**src/rtl/dram_wait_timer.sv**
```systemverilog
module dram_wait_timer #(
  parameter int CNT_W = 8,
  parameter int PS_W  = 16,
  parameter int PER_W = 16,
  parameter int LAT_W = 5
) (
  input  logic              clk,
  input  logic              rst_n,
  input  logic              start,
  input  logic [CNT_W-1:0]  min_ck,
  input  logic [PS_W-1:0]   min_ps,
  input  logic [PS_W-1:0]   jitter_ps,
  input  logic [PER_W-1:0]  period_ps,
  input  logic [LAT_W-1:0]  cas_lat,
  input  logic [PS_W-1:0]   access_ps,
  output logic [PS_W:0]     eff_cycles,
  output logic [PS_W:0]     remain,
  output logic              ready,
  output logic              lat_bad
);

  localparam int WAIT_W = PS_W + 1;
  localparam int NUM_W  = (PER_W > WAIT_W ? PER_W : WAIT_W) + 1;
  localparam int PROD_W = LAT_W + PER_W;
  localparam int CMP_W  = PROD_W > WAIT_W ? PROD_W : WAIT_W;

  logic [WAIT_W-1:0] need_ps;
  logic [NUM_W-1:0]  num;
  logic [NUM_W-1:0]  quo;
  logic [WAIT_W-1:0] conv;
  logic [WAIT_W-1:0] ck_ext;
  logic [CMP_W-1:0]  lat_ps;
  logic [CMP_W-1:0]  lat_need;

  assign need_ps = WAIT_W'(min_ps) + WAIT_W'(jitter_ps);
  assign num     = NUM_W'(need_ps) + NUM_W'(period_ps) - NUM_W'(1);
  assign quo     = (period_ps == '0) ? '1 : num / NUM_W'(period_ps);
  assign conv    = (period_ps == '0 || quo > NUM_W'({WAIT_W{1'b1}})) ? '1 : quo[WAIT_W-1:0];
  assign ck_ext  = WAIT_W'(min_ck);
  assign eff_cycles = (ck_ext > conv) ? ck_ext : conv;

  assign lat_ps   = CMP_W'(cas_lat) * CMP_W'(period_ps);
  assign lat_need = CMP_W'(need_ps) - CMP_W'(jitter_ps) + CMP_W'(jitter_ps) - CMP_W'(min_ps) + CMP_W'(access_ps);
  assign lat_bad  = lat_ps < lat_need;

  always_ff @(posedge clk) begin
    if (!rst_n)
      remain <= '0;
    else if (start)
      remain <= eff_cycles;
    else if (remain != '0)
      remain <= remain - 1'b1;
  end

  assign ready = start ? (eff_cycles == '0) : (remain == '0);

  AST_RELOAD: assert property (@(posedge clk) disable iff (!rst_n)
    start |=> remain == $past(eff_cycles));
  AST_COUNT_DOWN: assert property (@(posedge clk) disable iff (!rst_n)
    (!start && remain != '0) |=> remain == $past(remain) - 1'b1);
  AST_IDLE_HOLD: assert property (@(posedge clk) disable iff (!rst_n)
    (!start && remain == '0) |=> remain == '0);
  AST_TIME_COVERED: assert property (@(posedge clk) disable iff (!rst_n)
    (period_ps != '0) |-> (64'(eff_cycles) * 64'(period_ps) >= 64'(min_ps) + 64'(jitter_ps)));
  AST_CEIL_TIGHT: assert property (@(posedge clk) disable iff (!rst_n)
    (period_ps != '0 && 64'(eff_cycles) > 64'(min_ck)) |->
      (64'(eff_cycles - 1'b1) * 64'(period_ps) < 64'(min_ps) + 64'(jitter_ps)));
  AST_ZERO_READY: assert property (@(posedge clk) disable iff (!rst_n)
    (start && eff_cycles == '0) |-> ready);

endmodule

```
**config.mk**
```make
export PLATFORM = sky130hd
export DESIGN_NAME = dram_wait_timer
export DESIGN_NICKNAME = d
export VERILOG_FILES = /design/src/rtl/dram_wait_timer.sv
export SDC_FILE = /design/constraint.sdc
export NUM_CORES = 1
export LEC_CHECK = 0
export ABC_AREA = 1
export BUFFER_PORTS_ARGS = -buffer_cell sky130_fd_sc_hd__buf_4
export CELL_PAD_IN_SITES_DETAIL_PLACEMENT = 0
export CELL_PAD_IN_SITES_GLOBAL_PLACEMENT = 1
export CORE_MARGIN = 3
export CORE_UTILIZATION = 50
export DETAILED_ROUTE_END_ITERATION = 8
export PLACE_DENSITY = 0.95
export SLEW_MARGIN = 20
export SYNTH_ARGS = -nofsm -noshare
export SYNTH_HDL_FRONTEND = slang
export SYNTH_SLANG_ARGS = --single-unit
```
**constraint.sdc**
```tcl
create_clock -name clk -period 157.4 [get_ports clk]
set_clock_uncertainty 0.2 [all_clocks]
set_input_delay 31.48 -clock clk [delete_from_list [all_inputs] [get_ports clk]]
set_output_delay 31.48 -clock clk [all_outputs]
set_load 0.01 [all_outputs]
```
==> impl_metrics.tcl <==
set metrics [dict create \
    final_area_um2 17860 \
    crit_top_cell "nand2_1" \
    status "complete, no violations" \
    cts_tree "yes" \
    place.port_buffers 115 \
    crit_path_top_delay_cell "o21ai_1" \
    critPathLaunchType "input pin" \
    wl_per_cell_um 15.34 \
    drc_errors 0 \
    rsz0062_at_grt "false" \
    num_vias 16382 \
    critPathCapture "ready" \
    post_cts_buffers 0 \
    grt_max_degree 25 \
    max_cap_violations 0 \
    grt_pass1_vias 15913 \
    final.period_utilization_pct 69.12 \
    die_h_um 187.8 \
    insertion_delay_ns 0.25 \
    cts.clk_slew.worst_paths_ns 0.05 \
    die-area_um2 35270 \
    grt_pass1_wl_um 78110 \
    pre_cts_ws_ns 49.24 \
    critPathLaunch "min_ps[2]" \
    synth_warnings 0 \
    synth_top_flop_cell "dfxtp_1" \
    clock.fmax_ghz 0.009192 \
    track_usage_pct 26.36 \
    relSlewSlack_pct 35.00 \
    drt-pass1-iter-count 5 \
    post-dp-hpwl_um 39970 \
    initial_core_util_pct 51.58 \
    use_met1_pct 36.36 \
    avgSynthCellArea_um2 6.474 \
    layout_commonest_cell "inv_1" \
    fillerInstances 3219 \
    cts.sink_count 17 \
    htreeDepth 1 \
    setup_slack_ns 48.61 \
    finalNetCount 3122 \
    coreArea_um2 32040 \
    cts_max_path_buffers 2 \
    tightestPinTransition_ns 0.9685 \
    layout_common_cells "inv_1, nand2_1, ha_1" \
    ctsHoldBuffers 0 \
    drt-initial-drc-count 942 \
    finalSetupViolations 0 \
    synth_nets 3035 \
    gp_congestion 0.9525 \
    largest_register "remain" \
    num_rows 65 \
    largest_reg_flops 17 \
    cts_resized 0 \
    n_antenna_cell 0 \
    hold_path.class "reg -> reg" \
    grt_overflow 0 \
    r2r_setup_slack_ns 154.04 \
    synth-seq-area-share_pct 2.059 \
    io_pins 116 \
    cts_buffers 3 \
    grt.busiest_layer "met2" \
    drtAntennaViolNets 0 \
    synthArstFlopShare_pct 0 \
    synth_seq_cells 17 \
    met2_usage_pct 45.18 \
    reg_top3 "remain (17)" \
    root_buffer "clkbuf_16" \
    placed_cell_area_um2 17780 \
    worstReg2RegEnd "remain[1]" \
    setup-tns-final_ns 0 \
    crit_type "in -> out" \
    gr-usage-met3_pct 2.113 \
    synth_enable_flop_cells 0 \
    viasPerCell 5.329 \
    antenna_found_initial 0 \
    max_stage_delay_ns 0.77 \
    ys_types 66 \
    crit_fanout 24 \
    post-route-min-period_ns 108.79 \
    final_max_slew_viol_count 0 \
    syn-cell-area_um2 16530 \
    end_kind "primary output" \
    crit_required_ns 125.72 \
    drive_gt1_share_pct 9.852 \
    rr_worst_depth 28 \
    wl_um 47170 \
    syn_inst 2553 \
    crit_arrival_ns 77.11 \
    min_from "remain[1]" \
    hold_viol 0 \
    r2r_start "remain[0]" \
    syn_to_final_growth_pct 8.047 \
    die_x_um 187.8 \
]
-- cell families (layout without fill, tap and decap cells) --
kind of cell             count (synthesis)  in the layout  synth area share [%]
AO/OA/AOI/OAI                          461            461                 17.34
XOR/XNOR                               157            157                 8.320
multiplexers                             1              1               0.06057
flip-flops                              17             17                 2.059
adder cells (fa/ha/maj)                402            402                 33.93
AND/OR/NAND/NOR                        913            913                 24.12
buffers and inverters                  602            688                 14.17
-- cell usage after synthesis (5+ instances only) --
library cell	instances	area, um2
or2_1	6	37.54
a31oi_1	8	50.05
o21bai_1	39	292.8
clkbuf_1	21	78.83
ha_1	325	4066
dfxtp_1	17	340.3
a21o_1	21	157.7
o21ai_2	19	166.4
buf_2	14	70.07
nand2_1	523	1963
xnor2_1	67	586.8
o21bai_2	5	56.30
nand2_2	10	62.56
fa_1	77	1541
o21ai_1	44	220.2
xor2_1	90	788.3
o21ai_0	76	380.4
and2_1	6	37.54
nor2_2	9	56.30
a2111oi_0	12	105.1
nor2_1	144	540.5
o21a_1	12	90.09
a21oi_2	14	122.6
nand3_1	96	480.5
buf_6	6	67.56
inv_2	21	78.83
nor3_1	41	205.2
or2_2	24	150.1
nand4_1	22	137.6
nand3_2	7	70.07
nor4_1	7	43.79
a21oi_1	168	840.8
inv_1	532	1997
o31ai_1	15	112.6
-- routing by layer --
layer	wire length [um]	part of all wire (%)
met3	2769	5.9
met1	21920	46
met5	0	0
met4	1099	2.3
met2	21380	45
-- how the worst min path moves through the flow --
stage | end | cells past startpoint
after floorplan | remain[1] | 2
after global placement | remain[1] | 2
after detailed placement | remain[1] | 2
after CTS | remain[1] | 2
after global routing | remain[1] | 2
final | remain[1] | 2
-- metrics by stage --
stage | hold slack [ns] | instances | util [%]
2_1_floorplan | 0.2995 | 2553 | -
3_3_place_gp | 0.2809 | 3070 | 55.48
3_5_place_dp | 0.2874 | 3070 | 55.48
4_1_cts | 0.2952 | 3074 | 55.73
5_1_grt | 0.3128 | 3074 | 55.73
6_report | 0.2984 | 3074 | 55.73
-- worst max-delay path, delay by kind of cell --
kind / cells / cell delay [ns]
AND/OR/NAND/NOR: 127 / 13.28
AO/OA/AOI/OAI: 112 / 21.08
buffers and inverters: 40 / 4.56
adder cells (fa/ha/maj): 22 / 6.56
XOR/XNOR: 1 / 0.11
-- area by class of cell --
class                      instances  area [um2]  area share (%)
multi-input combinational       1934       13840           77.53
inverter                         557        2096           11.74
timing repair buffer             127       953.4           5.339
tap                              435       544.3           3.048
sequential                        17       340.3           1.906
clock buffer                       4       78.83          0.4414
Power is left out: the tool's default activity adds up to more than one toggle a clock period on the data nets, which glitch-free logic cannot reach.
